`src/rtl/ptx_pkg.sv`:
```
package ptx_pkg;

    localparam int unsigned PTX_ADDR_W = 32;
    localparam int unsigned PTX_LEN_W  = 16;
    localparam int unsigned PTX_DATA_W = 64;
    localparam int unsigned PTX_LINK_W = 8;

    // One buffer descriptor as held in the internal table.
    typedef struct packed {
        logic [PTX_ADDR_W-1:0] base;
        logic [PTX_LEN_W-1:0]  len;
        logic [PTX_LEN_W-1:0]  keep_n;
        logic [PTX_LEN_W-1:0]  skip_m;
        logic [PTX_LINK_W-1:0] nxt;
        logic                  last;
    } ptx_desc_t;

    // One staged word with its boundary tags.
    typedef struct packed {
        logic                  end_buf;
        logic                  end_chain;
        logic [PTX_DATA_W-1:0] data;
    } ptx_word_t;

    typedef enum logic [2:0] {
        F_IDLE,
        F_LOAD,
        F_RUN,
        F_WAIT,
        F_DRAIN
    } ptx_fetch_st_e;

    typedef enum logic [1:0] {
        B_IDLE,
        B_RUN,
        B_REST
    } ptx_burst_st_e;

    function automatic logic [PTX_LEN_W-1:0] ptx_width_bytes(input logic [1:0] code);
        return PTX_LEN_W'(1) << code;
    endfunction

endpackage

```
`src/rtl/ptx_cfg_regs.sv`:
```
module ptx_cfg_regs
    import ptx_pkg::*;
#(
    parameter int unsigned NUM_DESC = 4,
    parameter int unsigned BURST_W  = 4,
    localparam int unsigned IDX_W   = $clog2(NUM_DESC),
    localparam int unsigned CFG_AW  = IDX_W + 3
) (
    input  logic              clk,
    input  logic              rst_n,
    input  logic              cfg_wr,
    input  logic [CFG_AW-1:0] cfg_addr,
    input  logic [31:0]       cfg_wdata,
    output logic [31:0]       cfg_rdata,
    input  logic              busy,
    input  logic              error,
    output logic              start,
    output logic [1:0]        width_code,
    output logic [BURST_W-1:0] burst_beats,
    input  logic [IDX_W-1:0]  rd_idx,
    output ptx_desc_t         rd_desc
);

    typedef struct packed {
        logic [1:0]         width;
        logic [BURST_W-1:0] burst;
    } ctrl_t;

    ctrl_t     ctrl_d, ctrl_q;
    ptx_desc_t desc_d [NUM_DESC];
    ptx_desc_t desc_q [NUM_DESC];

    logic             in_table;
    logic [IDX_W-1:0] wr_idx;
    logic [1:0]       wr_word;
    logic             at_ctrl;
    logic             at_status;

    always_comb begin
        in_table  = cfg_addr[CFG_AW-1];
        wr_idx    = cfg_addr[IDX_W+1:2];
        wr_word   = cfg_addr[1:0];
        at_ctrl   = (cfg_addr == CFG_AW'(0));
        at_status = (cfg_addr == CFG_AW'(1));

        ctrl_d = ctrl_q;
        for (int i = 0; i < NUM_DESC; i++) begin
            desc_d[i] = desc_q[i];
        end
        start = 1'b0;

        if (cfg_wr) begin
            if (in_table) begin
                case (wr_word)
                    2'd0: desc_d[wr_idx].base = cfg_wdata[PTX_ADDR_W-1:0];
                    2'd1: desc_d[wr_idx].len  = cfg_wdata[PTX_LEN_W-1:0];
                    2'd2: begin
                        desc_d[wr_idx].keep_n = cfg_wdata[15:0];
                        desc_d[wr_idx].skip_m = cfg_wdata[31:16];
                    end
                    default: begin
                        desc_d[wr_idx].nxt  = cfg_wdata[PTX_LINK_W-1:0];
                        desc_d[wr_idx].last = cfg_wdata[8];
                    end
                endcase
            end else if (at_ctrl && !busy) begin
                ctrl_d.width = cfg_wdata[2:1];
                ctrl_d.burst = cfg_wdata[4 +: BURST_W];
                start        = cfg_wdata[0];
            end
        end

        width_code  = ctrl_q.width;
        burst_beats = (ctrl_q.burst == '0) ? BURST_W'(1) : ctrl_q.burst;
        rd_desc     = desc_q[rd_idx];

        cfg_rdata = 32'd0;
        if (!in_table && at_ctrl) begin
            cfg_rdata[2:1]          = ctrl_q.width;
            cfg_rdata[4 +: BURST_W] = ctrl_q.burst;
        end else if (!in_table && at_status) begin
            cfg_rdata[0] = busy;
            cfg_rdata[1] = error;
        end
    end

    always_ff @(posedge clk or negedge rst_n) begin
        if (!rst_n) begin
            ctrl_q <= '0;
            for (int i = 0; i < NUM_DESC; i++) begin
                desc_q[i] <= '0;
            end
        end else begin
            ctrl_q <= ctrl_d;
            for (int i = 0; i < NUM_DESC; i++) begin
                desc_q[i] <= desc_d[i];
            end
        end
    end

endmodule

```
`src/rtl/ptx_stage_fifo.sv`:
```
module ptx_stage_fifo
    import ptx_pkg::*;
#(
    parameter int unsigned DEPTH  = 8,
    localparam int unsigned PTR_W = $clog2(DEPTH),
    localparam int unsigned CNT_W = $clog2(DEPTH + 1)
) (
    input  logic             clk,
    input  logic             rst_n,
    input  logic             push,
    input  ptx_word_t        push_word,
    input  logic             pop,
    output ptx_word_t        head,
    output logic             empty,
    output logic [CNT_W-1:0] count
);

    typedef struct packed {
        logic [PTR_W-1:0] rd;
        logic [PTR_W-1:0] wr;
        logic [CNT_W-1:0] cnt;
    } ptr_t;

    ptr_t      ptr_d, ptr_q;
    ptx_word_t slot_q [DEPTH];

    always_comb begin
        ptr_d = ptr_q;
        if (push) begin
            ptr_d.wr = ptr_q.wr + PTR_W'(1);
        end
        if (pop) begin
            ptr_d.rd = ptr_q.rd + PTR_W'(1);
        end
        case ({push, pop})
            2'b10:   ptr_d.cnt = ptr_q.cnt + CNT_W'(1);
            2'b01:   ptr_d.cnt = ptr_q.cnt - CNT_W'(1);
            default: ptr_d.cnt = ptr_q.cnt;
        endcase
        head  = slot_q[ptr_q.rd];
        empty = (ptr_q.cnt == '0);
        count = ptr_q.cnt;
    end

    always_ff @(posedge clk or negedge rst_n) begin
        if (!rst_n) begin
            ptr_q <= '0;
        end else begin
            ptr_q <= ptr_d;
        end
    end

    always_ff @(posedge clk) begin
        if (push) begin
            slot_q[ptr_q.wr] <= push_word;
        end
    end

endmodule

```
`src/rtl/ptx_fetch_ctrl.sv`:
```
module ptx_fetch_ctrl
    import ptx_pkg::*;
#(
    parameter int unsigned NUM_DESC   = 4,
    parameter int unsigned FIFO_DEPTH = 8,
    localparam int unsigned IDX_W     = $clog2(NUM_DESC),
    localparam int unsigned CNT_W     = $clog2(FIFO_DEPTH + 1)
) (
    input  logic                  clk,
    input  logic                  rst_n,
    input  logic                  start,
    input  logic [1:0]            width_code,
    output logic [IDX_W-1:0]      desc_idx,
    input  ptx_desc_t             desc,
    input  logic [CNT_W-1:0]      fifo_cnt,
    output logic                  mem_req_valid,
    input  logic                  mem_req_ready,
    output logic [PTX_ADDR_W-1:0] mem_req_addr,
    output logic [1:0]            mem_req_size,
    input  logic                  mem_rsp_valid,
    input  logic [PTX_DATA_W-1:0] mem_rsp_data,
    output logic                  push,
    output ptx_word_t             push_word,
    input  logic                  chain_done,
    output logic                  busy,
    output logic                  error
);

    typedef struct packed {
        ptx_fetch_st_e         st;
        logic [IDX_W-1:0]      idx;
        logic [PTX_ADDR_W-1:0] addr;
        logic [PTX_LEN_W-1:0]  rem;
        logic [PTX_LEN_W-1:0]  run;
        logic [PTX_LEN_W-1:0]  keep_n;
        logic [PTX_LEN_W-1:0]  skip_m;
        logic [IDX_W-1:0]      nxt;
        logic                  last;
        logic                  busy;
        logic                  err;
    } fetch_t;

    fetch_t                s_d, s_q;
    logic [PTX_LEN_W-1:0]  wbytes;
    logic [PTX_LEN_W-1:0]  wmask;
    logic                  bad_desc;
    logic                  end_of_buf;
    logic [PTX_ADDR_W-1:0] step_addr;
    logic [PTX_DATA_W-1:0] masked;

    always_comb begin
        wbytes = ptx_width_bytes(width_code);
        wmask  = wbytes - PTX_LEN_W'(1);

        bad_desc = (desc.len == '0)
                || ((desc.len & wmask) != '0)
                || ((desc.skip_m != '0)
                    && ((desc.keep_n == '0) || ((desc.keep_n & wmask) != '0)));

        end_of_buf = (s_q.rem == wbytes);
        step_addr  = s_q.addr + PTX_ADDR_W'(wbytes);

        for (int k = 0; k < PTX_DATA_W / 8; k++) begin
            masked[k*8 +: 8] = (PTX_LEN_W'(k) < wbytes) ? mem_rsp_data[k*8 +: 8] : 8'h00;
        end

        s_d  = s_q;
        push = 1'b0;
        push_word.data      = masked;
        push_word.end_buf   = end_of_buf;
        push_word.end_chain = end_of_buf && s_q.last;

        mem_req_valid = (s_q.st == F_RUN) && (fifo_cnt < CNT_W'(FIFO_DEPTH));

        case (s_q.st)
            F_IDLE: begin
                if (start) begin
                    s_d.idx  = '0;
                    s_d.st   = F_LOAD;
                    s_d.busy = 1'b1;
                    s_d.err  = 1'b0;
                end
            end
            F_LOAD: begin
                if (bad_desc) begin
                    s_d.err  = 1'b1;
                    s_d.busy = 1'b0;
                    s_d.st   = F_IDLE;
                end else begin
                    s_d.addr   = desc.base;
                    s_d.rem    = desc.len;
                    s_d.run    = desc.keep_n;
                    s_d.keep_n = desc.keep_n;
                    s_d.skip_m = desc.skip_m;
                    s_d.nxt    = desc.nxt[IDX_W-1:0];
                    s_d.last   = desc.last;
                    s_d.st     = F_RUN;
                end
            end
            F_RUN: begin
                if (mem_req_valid && mem_req_ready) begin
                    s_d.st = F_WAIT;
                end
            end
            F_WAIT: begin
                if (mem_rsp_valid) begin
                    push    = 1'b1;
                    s_d.rem = s_q.rem - wbytes;
                    if ((s_q.skip_m != '0) && (s_q.run == wbytes)) begin
                        s_d.addr = step_addr + PTX_ADDR_W'(s_q.skip_m);
                        s_d.run  = s_q.keep_n;
                    end else begin
                        s_d.addr = step_addr;
                        s_d.run  = s_q.run - wbytes;
                    end
                    if (end_of_buf) begin
                        if (s_q.last) begin
                            s_d.st = F_DRAIN;
                        end else begin
                            s_d.idx = s_q.nxt;
                            s_d.st  = F_LOAD;
                        end
                    end else begin
                        s_d.st = F_RUN;
                    end
                end
            end
            F_DRAIN: begin
                if (chain_done) begin
                    s_d.busy = 1'b0;
                    s_d.st   = F_IDLE;
                end
            end
            default: s_d.st = F_IDLE;
        endcase

        desc_idx     = s_q.idx;
        mem_req_addr = s_q.addr;
        mem_req_size = width_code;
        busy         = s_q.busy;
        error        = s_q.err;
    end

    always_ff @(posedge clk or negedge rst_n) begin
        if (!rst_n) begin
            s_q <= '{st: F_IDLE, default: '0};
        end else begin
            s_q <= s_d;
        end
    end

endmodule

```
`src/rtl/ptx_burst_ctrl.sv`:
```
module ptx_burst_ctrl
    import ptx_pkg::*;
#(
    parameter int unsigned BURST_W = 4
) (
    input  logic                  clk,
    input  logic                  rst_n,
    input  logic                  periph_req,
    input  logic [BURST_W-1:0]    burst_beats,
    input  logic                  fifo_empty,
    input  ptx_word_t             head,
    output logic                  pop,
    output logic                  periph_ack,
    output logic [PTX_DATA_W-1:0] periph_wdata,
    output logic                  chain_done,
    output logic                  in_idle
);

    typedef struct packed {
        ptx_burst_st_e         st;
        logic [BURST_W-1:0]    left;
        logic                  pend;
        logic                  ack;
        logic [PTX_DATA_W-1:0] data;
        logic                  done;
    } burst_t;

    burst_t s_d, s_q;

    always_comb begin
        s_d      = s_q;
        s_d.ack  = 1'b0;
        s_d.done = 1'b0;
        pop      = 1'b0;

        case (s_q.st)
            B_IDLE: begin
                if ((periph_req || s_q.pend) && !fifo_empty) begin
                    pop      = 1'b1;
                    s_d.ack  = 1'b1;
                    s_d.data = head.data;
                    s_d.done = head.end_chain;
                    s_d.pend = 1'b0;
                    s_d.left = burst_beats - BURST_W'(1);
                    s_d.st   = (head.end_buf || (burst_beats == BURST_W'(1))) ? B_REST : B_RUN;
                end else if (periph_req) begin
                    s_d.pend = 1'b1;
                end
            end
            B_RUN: begin
                if (!fifo_empty) begin
                    pop      = 1'b1;
                    s_d.ack  = 1'b1;
                    s_d.data = head.data;
                    s_d.done = head.end_chain;
                    s_d.left = s_q.left - BURST_W'(1);
                    s_d.st   = (head.end_buf || (s_q.left == BURST_W'(1))) ? B_REST : B_RUN;
                end
            end
            default: s_d.st = B_IDLE;
        endcase

        periph_ack   = s_q.ack;
        periph_wdata = s_q.data;
        chain_done   = s_q.done;
        in_idle      = (s_q.st == B_IDLE);
    end

    always_ff @(posedge clk or negedge rst_n) begin
        if (!rst_n) begin
            s_q <= '{st: B_IDLE, default: '0};
        end else begin
            s_q <= s_d;
        end
    end

endmodule

```
`src/rtl/ptx_dma_chan.sv`:
```
module ptx_dma_chan
    import ptx_pkg::*;
#(
    parameter int unsigned NUM_DESC   = 4,
    parameter int unsigned FIFO_DEPTH = 8,
    parameter int unsigned BURST_W    = 4,
    localparam int unsigned CFG_AW    = $clog2(NUM_DESC) + 3
) (
    input  logic                  clk,
    input  logic                  rst_n,
    input  logic                  cfg_wr,
    input  logic [CFG_AW-1:0]     cfg_addr,
    input  logic [31:0]           cfg_wdata,
    output logic [31:0]           cfg_rdata,
    output logic                  mem_req_valid,
    input  logic                  mem_req_ready,
    output logic [PTX_ADDR_W-1:0] mem_req_addr,
    output logic [1:0]            mem_req_size,
    input  logic                  mem_rsp_valid,
    input  logic [PTX_DATA_W-1:0] mem_rsp_data,
    input  logic                  periph_req,
    output logic                  periph_ack,
    output logic [PTX_DATA_W-1:0] periph_wdata,
    output logic                  xfer_done,
    output logic                  status_busy,
    output logic                  status_error
);

    localparam int unsigned IDX_W = $clog2(NUM_DESC);
    localparam int unsigned CNT_W = $clog2(FIFO_DEPTH + 1);

    logic               busy;
    logic               error;
    logic               start;
    logic [1:0]         width_code;
    logic [BURST_W-1:0] burst_beats;
    logic [IDX_W-1:0]   desc_idx;
    ptx_desc_t          desc;
    logic               push;
    ptx_word_t          push_word;
    logic               pop;
    ptx_word_t          head;
    logic               fifo_empty;
    logic [CNT_W-1:0]   fifo_cnt;
    logic               chain_done;
    logic               burst_idle;

    ptx_cfg_regs #(
        .NUM_DESC (NUM_DESC),
        .BURST_W  (BURST_W)
    ) i_cfg (
        .clk         (clk),
        .rst_n       (rst_n),
        .cfg_wr      (cfg_wr),
        .cfg_addr    (cfg_addr),
        .cfg_wdata   (cfg_wdata),
        .cfg_rdata   (cfg_rdata),
        .busy        (busy),
        .error       (error),
        .start       (start),
        .width_code  (width_code),
        .burst_beats (burst_beats),
        .rd_idx      (desc_idx),
        .rd_desc     (desc)
    );

    ptx_fetch_ctrl #(
        .NUM_DESC   (NUM_DESC),
        .FIFO_DEPTH (FIFO_DEPTH)
    ) i_fetch (
        .clk           (clk),
        .rst_n         (rst_n),
        .start         (start),
        .width_code    (width_code),
        .desc_idx      (desc_idx),
        .desc          (desc),
        .fifo_cnt      (fifo_cnt),
        .mem_req_valid (mem_req_valid),
        .mem_req_ready (mem_req_ready),
        .mem_req_addr  (mem_req_addr),
        .mem_req_size  (mem_req_size),
        .mem_rsp_valid (mem_rsp_valid),
        .mem_rsp_data  (mem_rsp_data),
        .push          (push),
        .push_word     (push_word),
        .chain_done    (chain_done),
        .busy          (busy),
        .error         (error)
    );

    ptx_stage_fifo #(
        .DEPTH (FIFO_DEPTH)
    ) i_stage (
        .clk       (clk),
        .rst_n     (rst_n),
        .push      (push),
        .push_word (push_word),
        .pop       (pop),
        .head      (head),
        .empty     (fifo_empty),
        .count     (fifo_cnt)
    );

    ptx_burst_ctrl #(
        .BURST_W (BURST_W)
    ) i_burst (
        .clk          (clk),
        .rst_n        (rst_n),
        .periph_req   (periph_req),
        .burst_beats  (burst_beats),
        .fifo_empty   (fifo_empty),
        .head         (head),
        .pop          (pop),
        .periph_ack   (periph_ack),
        .periph_wdata (periph_wdata),
        .chain_done   (chain_done),
        .in_idle      (burst_idle)
    );

    assign xfer_done    = chain_done;
    assign status_busy  = busy;
    assign status_error = error;

endmodule

```
`config.mk`:
```
export PLATFORM = sky130hd
export DESIGN_NAME = ptx_dma_chan
export DESIGN_NICKNAME = d
export VERILOG_FILES = /design/src/rtl/ptx_pkg.sv /design/src/rtl/ptx_cfg_regs.sv /design/src/rtl/ptx_stage_fifo.sv /design/src/rtl/ptx_fetch_ctrl.sv /design/src/rtl/ptx_burst_ctrl.sv /design/src/rtl/ptx_dma_chan.sv
export SDC_FILE = /design/constraint.sdc
export NUM_CORES = 2
export LEC_CHECK = 0
export BUFFER_PORTS_ARGS = -buffer_cell sky130_fd_sc_hd__buf_2
export CORE_ASPECT_RATIO = 0.75
export CORE_MARGIN = 4
export CORE_UTILIZATION = 50
export DETAILED_ROUTE_END_ITERATION = 8
export HOLD_SLACK_MARGIN = 0.03
export PLACE_DENSITY = 0.72
export SYNTH_ARGS = -nofsm -noshare
export SYNTH_HDL_FRONTEND = slang
export SYNTH_HIERARCHICAL = 1
export SYNTH_SLANG_ARGS = --single-unit
```
`constraint.sdc`:
```
create_clock -name clk -period 19.91 [get_ports clk]
set_clock_uncertainty 0.1 [all_clocks]
set_input_delay 3.982 -clock clk [delete_from_list [all_inputs] [get_ports clk]]
set_output_delay 3.982 -clock clk [all_outputs]
set_load 0.01 [all_outputs]
```
## Yosys cells after proc, flatten, opt, wreduce, memory -nomap -nowiden

Memory sizes are Yosys's and may differ from the RTL's.
Cells that the tools add are included.

| word-level totals | value |
|---|---|
| logic and storage cells | 228 |
| output and inout port bits | 135 |
| bits in registers | 551 |
| RAM bits | 528 |
| input bits | 107 |
| memories | 1 |

Memory list:

| name | depth | width | read ports | clocked after Yosys merged registers in | write ports | line | source |
|---|---|---|---|---|---|---|---|
| i_stage.slot_q | 8 | 66 | 1 | 0 | 1 | ptx_stage_fifo.sv:25 | `ptx_word_t slot_q [DEPTH];` |

| cells by class | value |
|---|---|
| eq/ne operators | 24 |
| reductions and logical operators | 49 |
| shifts and indexed selects | 1 |
| add/subtract/negate cells | 11 |
| order comparisons | 12 |
| bitwise operators | 6 |
| multiplexer cells | 78 |

Operators with widths:

| operator | number |
|---|---|
| $bwmux 356 | 6 |
| $demux 89 s2 | 6 |
| $pmux 356 s3 | 1 |
| $mux 89 | 3 |
| $bmux 89 s2 | 1 |
| $mux 66 | 2 |
| $pmux 66 s2 | 1 |
| $pmux 64 s2 | 1 |
| $mux 99 | 1 |
| $mux 69 | 1 |
| $add 32x16->32 | 2 |
| $lt 3x16->1 const A | 4 |
| $mux 8 | 8 |
| $reduce_bool 16->1 | 4 |
| $mux 57 | 1 |
| $mux 41 | 1 |
| $and 16x16->16 | 2 |
| $eq 16x16->1 | 2 |
| $logic_not 16->1 | 2 |
| $lt 1x16->1 const A | 2 |
| $lt 2x16->1 const A | 2 |
| $mux 32 | 1 |
| $sub 16x16->16 | 2 |
| $mux 25 | 1 |
| other kinds (45) | 124 |

## Depth between registers and ports, before layout

| depth | value |
|---|---|
| word-level depth | 11 |
| gate-level depth with buffers | 24 |

## Modules after synthesis

Netlist, hierarchy kept.

By module, submodules not included:

| module | cells an instance | area each (um^2) | instances |
|---|---|---|---|
| ptx_stage_fifo | 820 | 20373.3 | 1 |
| ptx_cfg_regs | 953 | 15964.1 | 1 |
| ptx_fetch_ctrl | 1117 | 9177.6 | 1 |
| ptx_burst_ctrl | 259 | 3470.8 | 1 |

## Worst setup path after synthesis

OpenSTA, ideal clock, no wires.

| timing | value |
|---|---|
| path type | input -> register |
| from | in mem_rsp_valid |
| to | mem i_stage/slot_q[0][0] (netlist bit), enable pin |
| library setup time | 0.571 ns |
| cell stages on the path | 4 |
| arrival time | 8.841 ns |
| data required time | 19.239 ns |
| slack | 10.398 ns |
| cells stage by stage | nand2_1 > clkinv_1 > nand2b_1 > nor3_1 |

| on the way | value |
|---|---|
| longest elaborated chain between the ends | 4 |

Ends and longest elaborated chain:

| element | line | source |
|---|---|---|
| start: declaration | ptx_dma_chan.sv:19 | `input logic mem_rsp_valid,` |
| $mux 1 | ptx_fetch_ctrl.sv:106 | `if (mem_rsp_valid) begin` |
| $mux 1 | ptx_fetch_ctrl.sv:75 | `case (s_q.st)` |
| named net push | ptx_dma_chan.sv:39 | `logic push;` |
| $mux 1 | ptx_stage_fifo.sv:54 | `if (push) begin` |
| $mux 1 (not written as such) | ptx_stage_fifo.sv:55 | `slot_q[ptr_q.wr] <= push_word;` |
| end: declaration | ptx_stage_fifo.sv:25 |  |

The timed path passes the listed nets, and every way through them passes these cells.

## Worst setup path after layout

| timing | value |
|---|---|
| from | in cfg_addr[1] |
| to | out cfg_rdata[2] |

| on the way | value |
|---|---|
| longest elaborated chain between the ends | 3 |

Ends and longest elaborated chain:

| element | line | source |
|---|---|---|
| start: declaration | ptx_dma_chan.sv:12 | `input logic [CFG_AW-1:0] cfg_addr,` |
| $logic_not 5->1 | ptx_cfg_regs.sv:43 | `at_ctrl = (cfg_addr == CFG_AW'(0));` |
| $logic_and 1x1->1 | ptx_cfg_regs.sv:78 | `if (!in_table && at_ctrl) begin` |
| $mux 1 | ptx_cfg_regs.sv:78 |  |
| end: declaration | ptx_dma_chan.sv:14 | `output logic [31:0] cfg_rdata,` |

Every way passes these cells.

==> impl_metrics.py <==
metrics = {
    "clocking": {
        "cts_root_buf": "clkbuf_16",
        "hold_buffers": 0,
        "ctsResizeCount": 0,
        "cts_buffers": 101,
        "cts_tree": "yes",
        "cts.sinks": 1055,
        "clkTransAtPathRegs_ns": 0.06,
        "clk_latency_ns": 0.67,
        "clock_path_buffers": 3,
        "htreeDepth": 3,
        "post-cts-setup-buffers": 0,
    },
    "sta": {
        "min_period_ns": 9.23,
        "tightest_slew_ns": 1.16,
        "tns_ns": 0,
        "setup_slack_ns": 10.68,
        "slew-limit-headroom": 0.223,
        "hold_violations": 0,
        "grt_setup_unrepaired": "false",
        "setup_violations": 0,
        "slew_violations": 0,
        "fin_crit_sh": 0.464,
        "max_freq_mhz": 108,
    },
    "grt": {
        "overflow": 0,
        "grt_pass1_vias": 27200,
        "grt_max_degree": 79,
        "grt_util_all_layers": 0.226,
        "grt_pass1_wl_mm": 174,
        "antenna_found_initial": 11,
    },
    "drt": {
        "drc": 0,
        "drt_iter0_markers": 2779,
        "vias_per_cell": 6.05,
        "wl_per_cell_um": 25.4,
        "ant_nets": 0,
        "dr.pass1.iters": 5,
        "drt_wl_total_mm": 114,
        "dr_total_vias": 27300,
    },
    "place": {
        "port_buffers": 216,
        "pre_cts_slack_ns": 10.73,
        "gp_congestion": 0.937,
        "placed_cell_area_um2": 49300,
        "dp_cells": 4311,
        "dpl.hpwl_mm": 70.8,
    },
    "power": {
        "p_per_area_nw_per_um2": 137,
        "p_leak_nw": 20.5,
        "ir_worst_vdd_v": 0.0000711,
    },
    "synthesis": {
        "syn-cell-area_um2": 48000,
        "syn_inst": 3092,
        "ys_warn_count": 6,
        "syn_avg_cell_area_um2": 15.5,
    },
    "critical_path": {
        "critPathBufInv": 2,
        "ff2ff_path_depth": 19,
        "timing.critical_path.from": "cfg_addr[1]",
        "crit_path_max_incr_delay_ns": 0.60,
        "critPathSlowestCell": "nor2_1",
        "cp-start-kind": "input port",
        "path_common_cell": "buf_2",
        "worstPathRequired_ns": 15.83,
        "critPathTopFamily": "simple AND/OR/NAND/NOR gates",
        "r2r_start": "i_cfg/width_code[1]",
        "crit_cells": 4,
        "cp.arrival_ns": 5.15,
        "end_kind": "output pin",
        "path_class": "input port to output pin",
        "crit_chain": "buf_2 > nor2_1 > and3_1 > buf_2",
        "path_max_fanout": 10,
    },
    "worst_hold_path": {
        "hold_class": "flip-flop to flip-flop",
        "hold-path-cell-count": 1,
    },
    "run_status": {
        "status": "finished, final reports clean",
    },
    "final_layout": {
        "utilization": 0.552,
        "syn2layout_area_growth_pct": 9.75,
        "fin_cells": 4502,
        "multiInputGateArea_um2": 17000,
        "stdcell_area_um2": 52600,
        "nFillCells": 7460,
        "nNetsFinal": 3308,
        "seq_area_um2": 29100,
        "drive_gt1_frac": 0.372,
    },
    "floorplan": {
        "boundaryPins": 242,
        "initial_utilization": 0.503,
        "dieArea_um2": 101000,
        "die_x_um": 366,
        "die_h_um": 276,
        "fp.coreArea_um2": 95300,
        "rows": 98,
    },
    "run": {
        "max_cap_viol_count": 0,
    },
}
==> final timing paths <==
path                       slack (ns)                        to
min in group asynchronous        3.16  i_burst/periph_wdata[47]
max in group asynchronous       14.07       i_fetch/desc_idx[1]
min reg2reg                      0.39                 flip-flop
max reg2reg                     14.06  i_fetch/mem_req_addr[28]
min                              0.39                 flip-flop
max                             10.68              cfg_rdata[2]
==> power by group <==
group	internal [mW]	total [mW]	switching, mW
clock network	1.09	1.92	0.833
registers	2.69	3.02	0.324
logic	1.05	2.25	1.20
==> per-layer routing <==
layer	GRT usage	wire, um	vias to the layer above
li1	-	-	11800
met1	0.339	50300	14300
met2	0.329	50400	982
met3	0.0605	10500	158
met4	0.0590	2870	6
met5	0	35	-
==> worst reg2reg max path: stages (launching register included) <==
cell and delay (ns):
dfrtp_2 0.49, buf_4 0.59, nor2_1 0.11, buf_4 0.24, ha_1 0.27, ha_1 0.28, nor2_1 0.25, o221ai_4 0.20
a21oi_2 0.35, xnor2_1 0.20, ha_1 0.32, o21ai_0 0.14, o21ai_0 0.20, a32oi_1 0.38, o21ai_0 0.16, o21ai_0 0.66
a21oi_1 0.12, and4b_1 0.24, mux2_1 0.32, a211oi_2 0.14
==> metrics by stage <==
stage	hold slack [ns]	power, mW
floorplan	0.350	4.74
global placement	0.367	5.24
detailed placement	0.379	5.29
CTS	0.394	7.23
global route	0.405	7.56
finish	0.391	7.19
==> layout by cell type, fill, tap and decap left out, types with 23 or more instances in the layout <==
| master | count |
|---|---|
| nand2_1 | 90 |
| ha_1 | 36 |
| nand3_1 | 26 |
| nor4_1 | 28 |
| nor2b_1 | 23 |
| conb_1 | 25 |
| edfxtp_1 | 528 |
| inv_1 | 39 |
| nor3_1 | 37 |
| buf_2 | 215 |
| nor2_1 | 104 |
| and2_1 | 31 |
| and3_1 | 49 |
| o21ai_0 | 67 |
| xor2_1 | 29 |
| clkbuf_1 | 35 |
| mux4_2 | 215 |
| xnor2_1 | 44 |
| dfrtp_1 | 520 |
| mux2_2 | 500 |
| a21oi_1 | 108 |
| buf_4 | 52 |
| clkbuf_16 | 103 |
==> cell type report <==
class	count	share of cell area
sequential	1055	0.552
multi-input combinational	1698	0.323
clock buffer	158	0.0566
tap	1250	0.0297
timing repair buffer	268	0.0281
clock inverter	29	0.00732
inverter	40	0.00285
antenna	4	0.000190
(Power assumes the default switching activity.)
